<file path="config.mk">
export PLATFORM = sky130hd
export DESIGN_NAME = susp_seq
export DESIGN_NICKNAME = d
export VERILOG_FILES = /design/src/rtl/susp_pkg.sv /design/src/rtl/susp_filter.sv /design/src/rtl/susp_fsm.sv /design/src/rtl/susp_pins.sv /design/src/rtl/susp_seq.sv
export SDC_FILE = /design/constraint.sdc
export NUM_CORES = 1
export LEC_CHECK = 0
export ABC_AREA = 0
export BUFFER_PORTS_ARGS = -buffer_cell sky130_fd_sc_hd__buf_2
export CORE_MARGIN = 2
export CORE_UTILIZATION = 30
export DETAILED_ROUTE_END_ITERATION = 12
export PLACE_DENSITY = 0.64
export SYNTH_ARGS = -nofsm -noshare
export SYNTH_HDL_FRONTEND = slang
export SYNTH_SLANG_ARGS = --single-unit
</file>
<file path="constraint.sdc">
create_clock -name clk_i -period 2.3 [get_ports clk_i]
set_input_delay 0.23 -clock clk_i [delete_from_list [all_inputs] [get_ports clk_i]]
set_output_delay 0.23 -clock clk_i [all_outputs]
set_load 0.005 [all_outputs]
</file>
<file path="src/rtl/susp_pkg.sv">
package susp_pkg;
  typedef enum logic [2:0] {
    ST_ACTIVE, ST_WAIT_ACK, ST_WP_DLY, ST_OUT_DLY, ST_HELD, ST_WAKE, ST_WE_BACK
  } susp_state_e;

  typedef enum logic [2:0] {
    PM_NORMAL = 3'd0,
    PM_HOLD   = 3'd1,
    PM_FLOAT  = 3'd2,
    PM_PULLUP = 3'd3,
    PM_PULLDN = 3'd4,
    PM_KEEP   = 3'd5
  } pin_mode_e;
endpackage

</file>
<file path="src/rtl/susp_filter.sv">
module susp_filter #(
  parameter int ON_CNT  = 4,
  parameter int OFF_CNT = 4
) (
  input  logic clk_i,
  input  logic rst_ni,
  input  logic async_i,
  output logic level_o
);
  localparam int MAXC = (ON_CNT > OFF_CNT) ? ON_CNT : OFF_CNT;
  localparam int CW   = (MAXC < 2) ? 1 : $clog2(MAXC);

  logic [1:0]    sync_q;
  logic          lvl_q;
  logic [CW-1:0] cnt_q, lim_m1;

  assign lim_m1 = lvl_q ? CW'(OFF_CNT - 1) : CW'(ON_CNT - 1);

  always_ff @(posedge clk_i or negedge rst_ni) begin
    if (!rst_ni) begin
      sync_q <= '0;
      lvl_q  <= 1'b0;
      cnt_q  <= '0;
    end else begin
      sync_q <= {sync_q[0], async_i};
      if (sync_q[1] != lvl_q) begin
        if (cnt_q == lim_m1) begin
          lvl_q <= sync_q[1];
          cnt_q <= '0;
        end else begin
          cnt_q <= cnt_q + 1'b1;
        end
      end else begin
        cnt_q <= '0;
      end
    end
  end

  assign level_o = lvl_q;
endmodule

</file>
<file path="src/rtl/susp_fsm.sv">
module susp_fsm
  import susp_pkg::*;
#(
  parameter int DW = 4
) (
  input  logic          clk_i,
  input  logic          rst_ni,
  input  logic          req_i,
  input  logic          ack_en_i,
  input  logic          ack_i,
  input  logic [DW-1:0] dly_wp_i,
  input  logic [DW-1:0] dly_hold_i,
  input  logic [DW-1:0] dly_we_i,
  input  logic [DW-1:0] dly_rel_i,
  output logic          cap_o,
  output logic          cap_stb_o,
  output logic          we_o,
  output logic          hold_o,
  output logic          awake_o,
  output logic          ack_req_o
);
  susp_state_e   st_q, st_d;
  logic [DW-1:0] cnt_q, cnt_d;
  logic          we_q, we_d, hold_q, hold_d, stb_q, zero;

  assign zero = (cnt_q == '0);

  always_comb begin
    st_d   = st_q;
    cnt_d  = zero ? cnt_q : cnt_q - 1'b1;
    we_d   = we_q;
    hold_d = hold_q;
    cap_o  = 1'b0;
    unique case (st_q)
      ST_ACTIVE: if (req_i) begin
        if (ack_en_i) st_d = ST_WAIT_ACK;
        else begin
          st_d  = ST_WP_DLY;
          cnt_d = dly_wp_i;
          cap_o = 1'b1;
        end
      end
      ST_WAIT_ACK: if (!req_i) st_d = ST_ACTIVE;
        else if (ack_i) begin
          st_d  = ST_WP_DLY;
          cnt_d = dly_wp_i;
          cap_o = 1'b1;
        end
      ST_WP_DLY: if (zero) begin
        we_d = 1'b0;
        // abort: skip the output phase, go straight to exit
        if (req_i) begin st_d = ST_OUT_DLY; cnt_d = dly_hold_i; end
        else begin st_d = ST_WAKE; cnt_d = dly_we_i; end
      end
      ST_OUT_DLY: if (zero) begin
        hold_d = 1'b1;
        st_d   = req_i ? ST_HELD : ST_WAKE;
        cnt_d  = dly_we_i;
      end
      ST_HELD: if (!req_i) begin st_d = ST_WAKE; cnt_d = dly_we_i; end
      ST_WAKE: if (zero) begin
        we_d  = 1'b1;
        st_d  = ST_WE_BACK;
        cnt_d = dly_rel_i;
      end
      ST_WE_BACK: if (zero) begin
        hold_d = 1'b0;
        st_d   = ST_ACTIVE;
      end
      default: st_d = ST_ACTIVE;
    endcase
  end

  always_ff @(posedge clk_i or negedge rst_ni) begin
    if (!rst_ni) begin
      st_q   <= ST_ACTIVE;
      cnt_q  <= '0;
      we_q   <= 1'b1;
      hold_q <= 1'b0;
      stb_q  <= 1'b0;
    end else begin
      st_q   <= st_d;
      cnt_q  <= cnt_d;
      we_q   <= we_d;
      hold_q <= hold_d;
      stb_q  <= cap_o;
    end
  end

  assign cap_stb_o = stb_q;
  assign we_o      = we_q;
  assign hold_o    = hold_q;
  assign awake_o   = (st_q != ST_HELD);
  assign ack_req_o = (st_q == ST_WAIT_ACK);
endmodule

</file>
<file path="src/rtl/susp_pins.sv">
module susp_pins
  import susp_pkg::*;
#(
  parameter int NPIN = 8
) (
  input  logic              clk_i,
  input  logic              rst_ni,
  input  logic              cap_i,
  input  logic              hold_i,
  input  logic [NPIN-1:0]   pin_d_i,
  input  logic [3*NPIN-1:0] pin_attr_i,
  output logic [3*NPIN-1:0] pin_mode_o,
  output logic [NPIN-1:0]   pin_q_o
);
  for (genvar i = 0; i < NPIN; i++) begin : g_pin
    logic       cap_q;
    logic [2:0] attr;

    assign attr = pin_attr_i[3*i +: 3];

    always_ff @(posedge clk_i or negedge rst_ni) begin
      if (!rst_ni)    cap_q <= 1'b0;
      else if (cap_i) cap_q <= pin_d_i[i];
    end

    assign pin_mode_o[3*i +: 3] = hold_i ? attr : PM_NORMAL;
    assign pin_q_o[i] = (hold_i && attr == PM_HOLD) ? cap_q : pin_d_i[i];
  end
endmodule

</file>
<file path="src/rtl/susp_seq.sv">
module susp_seq #(
  parameter int NPIN     = 8,
  parameter int DW       = 4,
  parameter int FILT_ON  = 4,
  parameter int FILT_OFF = 4
) (
  input  logic              clk_i,
  input  logic              rst_ni,
  input  logic              sleep_req_i,
  input  logic              ack_en_i,
  input  logic              ack_i,
  input  logic [DW-1:0]     dly_wp_i,
  input  logic [DW-1:0]     dly_hold_i,
  input  logic [DW-1:0]     dly_we_i,
  input  logic [DW-1:0]     dly_rel_i,
  input  logic [NPIN-1:0]   pin_d_i,
  input  logic [3*NPIN-1:0] pin_attr_i,
  output logic              fab_we_o,
  output logic              out_hold_o,
  output logic              awake_o,
  output logic              cfg_done_o,
  output logic              cap_stb_o,
  output logic              ack_req_o,
  output logic [3*NPIN-1:0] pin_mode_o,
  output logic [NPIN-1:0]   pin_q_o
);
  logic req_lvl, cap, hold, done_q;

  susp_filter #(.ON_CNT(FILT_ON), .OFF_CNT(FILT_OFF)) i_filter (
    .clk_i, .rst_ni, .async_i(sleep_req_i), .level_o(req_lvl)
  );

  susp_fsm #(.DW(DW)) i_fsm (
    .clk_i, .rst_ni, .req_i(req_lvl), .ack_en_i, .ack_i,
    .dly_wp_i, .dly_hold_i, .dly_we_i, .dly_rel_i,
    .cap_o(cap), .cap_stb_o, .we_o(fab_we_o), .hold_o(hold),
    .awake_o, .ack_req_o
  );

  susp_pins #(.NPIN(NPIN)) i_pins (
    .clk_i, .rst_ni, .cap_i(cap), .hold_i(hold), .pin_d_i, .pin_attr_i,
    .pin_mode_o, .pin_q_o
  );

  always_ff @(posedge clk_i or negedge rst_ni) begin
    if (!rst_ni) done_q <= 1'b0;
    else         done_q <= 1'b1;
  end

  assign out_hold_o = hold;
  assign cfg_done_o = done_q;
endmodule

</file>
==> summary.md <==
The flow ran to the end, and the final reports show no timing, DRC or antenna violations. The later pin in the worst-skew pair is clocked with a latency of 0.27 ns. Yosys printed 0 warnings. Met2 track utilization from global routing: 23.90%. Setup violations remaining at the end of the flow were counted as 0. The portion of the post-synthesis area used by sequential elements was 33.17%; the initial antenna violation count was 0. Cells with a size suffix above 1 make up 36.93% of the layout. The time the final worst path needs with I/O delays and setup is 2.058 ns. Detailed routing inserted a total of 1898 vias. After detailed routing, the number of remaining DRC violations is 0. The tools report the largest net degree at the start of global routing as 29. The number of library cell types mapped by synthesis was 52; the number of flops mapped to enable cells by yosys was 0. The ratio of routed vias to standard cells works out to 5.243. The remaining global-route overflow came out at 0. In the final routed layout, each cell accounts on average for 13.27 um.

The post-route clock skew is 0.003403 ns. After technology mapping, the gate count stands at 201. The register bit total from synthesis works out to 24. The count of nets left with antenna violations once routing finished came out at 0.

The logs give 0.006686 mm2 for the die area and 0.06271 ns for the final worst hold slack. After clock tree synthesis, the clock-pin slew on the worst setup and hold paths is 0.09 ns. Static leakage: 1.110 nW. The root buffer cell is clkbuf_8. Based on the critical path, the design can be clocked at up to 0.4860 GHz.

For this run, asynchronously set or reset flops after synthesis account for 100.0%. The routability congestion estimate from global placement is 0.8897, and the total setup buffers inserted after CTS is 0. The global-route wire length before repair was 7.210 mm; the power density over cell area was 1018 mW/mm2.

Data on the critical path is required at its endpoint by 2.46 ns. The run gives 2.22 ns as the critical path arrival. The total area inside the core boundary comes to 0.005886 mm2. Leaving out filler cells and counting taps, the final layout contains 362.

Setup total negative slack on the finished layout was measured at 0 ns. TritonCTS built the clock tree. The repair_antennas step left the layout with diodes totalling 0. For the reported max-cap violation count, the log shows 0. For the post-detailed-routing wire length, the log shows 4.802 mm.

Final number of max-transition violations: 0. For this run, the detailed router's first-pass iteration total came to 4. The most used flip-flop cell after synthesis is dfrtp_1. The H-tree level count came out at 1. The number of filler cells placed in the layout came out at 589. Setup repair after global routing left no endpoint under its margin. The run gives 343 as the net count reported at finish. The number of I/O pins was 91; the transition time at the pin with the least slew margin was 0.5609 ns.

The horizontal die dimension works out to 81.77 um. For the effective utilization at floorplan, the log shows 30.82%. STA classifies the critical path startpoint as a flip-flop.

The logs give 0.001814 mm2 for the post-synthesis cell area and 3.604 mm for the sum of net half-perimeters after detailed placement. Peak supply drop: 0.5499 mV. The number of clock sinks was 24. The number of nets handed over by synthesis was 256. The area growth from synthesis to layout is 31.59%. The clock tree buffer depth came out at 2. Global routing met1 resource utilization: 17.07%. The count of routing violations after the opening detailed-route iteration came out at 64.

Input and output buffers added on the ports amount to 90. Global routing consumed, over all layers together, 13.72% of the routing resources. met2 is the most crowded layer. The number of placement rows was 28; the met3 global-route usage was 2.967%.

STA classifies the critical path endpoint as a flip-flop. Including well taps, the total number of placed cells is 357. Dividing the synthesized area by the synthesized cell count gives 9.026 um2. In the finished design, the share of the clock period the worst path needs comes to 89.46%. The die height was 81.77 um.

The path class of the tightest hold or removal check is in2reg. The clock buffer count from CTS was 3. The maximum fanout encountered on the critical timing path was 9; the hold violation total from the final report was 0. The tools report the number of global-route vias before repair as 1611.

Classification of the worst setup path: reg2reg. The relative max-transition margin is 62.61%.
## cell families (layout without fill, tap and decap cells)
| group | Yosys count | count (layout) | synth area share (%) |
|---|---|---|---|
| simple gates | 85 | 85 | 28.00 |
| flops | 24 | 24 | 33.17 |
| compound gates | 45 | 45 | 17.52 |
| xor+xnor | 2 | 2 | 0.9657 |
| mux | 23 | 23 | 13.93 |
| other cells | 1 | 1 | 0.2067 |
| buf+inv | 19 | 105 | 4.827 |
| fa+ha+maj | 2 | 2 | 1.379 |
## Yosys cell counts, types with 2 or more instances
cell type  instances  share of area (%)
a21boi_1           2               0.83
a21o_1             3                1.2
a21oi_1            7                1.9
a221oi_1           2               0.97
a311oi_1           4                1.9
a31oi_1            4                1.4
and2_1            24                8.3
and3_1             3                1.0
buf_2              7                1.9
clkbuf_1           6                1.2
dfrtp_1           23                 32
ha_1               2                1.4
inv_1              4               0.83
mux2_1            17                 11
mux2i_1            5                2.8
nand2_1           12                2.5
nand2b_1           5                1.7
nand3_1            3               0.83
nor2_1             9                1.9
nor2b_1            6                2.1
nor3_1             4                1.1
nor3b_1           11                4.6
o21ai_0            4                1.1
o21ai_1            4                1.1
o31ai_1            2               0.83
xnor2_1            2               0.97
## power breakdown
part | internal, mW | total (mW) | leakage (nW) | switching [mW]
combinational | 0.668 | 1.42 | 0.801 | 0.756
sequential | 0.603 | 0.748 | 0.287 | 0.145
clock | 0.124 | 0.258 | 0.0228 | 0.134
## final cells by class
cell class	count	area, um2	share of cell area [%]
inverter	4	15.01	0.6289
multi-input combinational	158	1125	47.12
timing repair buffer	97	505.5	21.17
tap	75	93.84	3.931
clock buffer	4	45.04	1.887
sequential	24	603.1	25.26
## repair_timing
| item | CTS | global route |
|---|---|---|
| gates resized for setup | 0 | 1 |
| hold endpoints to repair | 23 | 0 |
| setup endpoints to repair | 0 | 2 |
| hold buffers | 1 | 0 |
## through the flow
stage	cell area [um2]	setup WS, ns	power [mW]	util [%]
after floorplan	1814	0.4692	1.764	-
after global placement	2331	0.3642	2.144	39.60
after detailed placement	2331	0.2650	2.170	39.60
after CTS	2386	0.1185	2.437	40.54
after global routing	2387	0.1564	2.643	40.56
final	2387	0.2424	2.430	40.56
## sequential cells by signal, indices dropped and copies added, names as in the netlist
signal,count
i_filter.sync_q,2
i_filter.cnt_q,2
cfg_done_o,1
i_fsm.we_o,1
i_fsm.hold_o,1
i_filter.level_o,1
i_fsm.st_q,3
i_pins.g_pin.cap_q,8
i_fsm.cap_stb_o,1
i_fsm.cnt_q,4
## critical path: stages, from the launching register on
cell and delay [ns]:
dfrtp_1 0.41, inv_1 0.12, ha_1 0.21, or3b_1 0.54, o41ai_1 0.43, a211oi_1 0.08
o32ai_1 0.16
## layer usage
metal,vias to the layer above,share of wire (%)
li1,898,-
met1,897,41
met2,98,48
met3,5,10
met4,0,0.81
met5,-,0
## path summary, 6_finish.rpt
check | start | endpoint | slack, ns | cells after the start
setup / recovery | i_fsm.cnt_q[0]$_DFF_PN0_ | i_fsm.cnt_q[0]$_DFF_PN0_ | 0.24 | 6
max in group asynchronous | rst_ni | i_fsm.hold_o$_DFFE_PN0P_ | 1.41 | 2
min in group asynchronous | rst_ni | i_fsm.cnt_q[0]$_DFF_PN0_ | 0.47 | 2
hold reg to reg | i_filter.sync_q[0]$_DFF_PN0_ | i_filter.sync_q[1]$_DFF_PN0_ | 0.35 | 0
setup reg to reg | i_fsm.cnt_q[0]$_DFF_PN0_ | i_fsm.cnt_q[0]$_DFF_PN0_ | 0.24 | 6
hold / removal | sleep_req_i | i_filter.sync_q[0]$_DFF_PN0_ | 0.06 | 1
## placed cells by master, fill, tap and decap left out, types with 4 or more instances in the layout
master / Yosys / final
a311oi_1: 4 / 4
o21ai_0: 4 / 4
dfrtp_1: 23 / 22
buf_2: 7 / 90
nor2_1: 9 / 9
o21ai_1: 4 / 4
nor2b_1: 6 / 6
and2_1: 24 / 24
a31oi_1: 4 / 4
nor3b_1: 11 / 11
nor3_1: 4 / 4
buf_4: 0 / 6
mux2_1: 17 / 17
mux2i_1: 5 / 5
a21oi_1: 7 / 7
nand2_1: 12 / 12
inv_1: 4 / 4
nand2b_1: 5 / 5
Note: power is estimated with default switching activity, not from simulation.
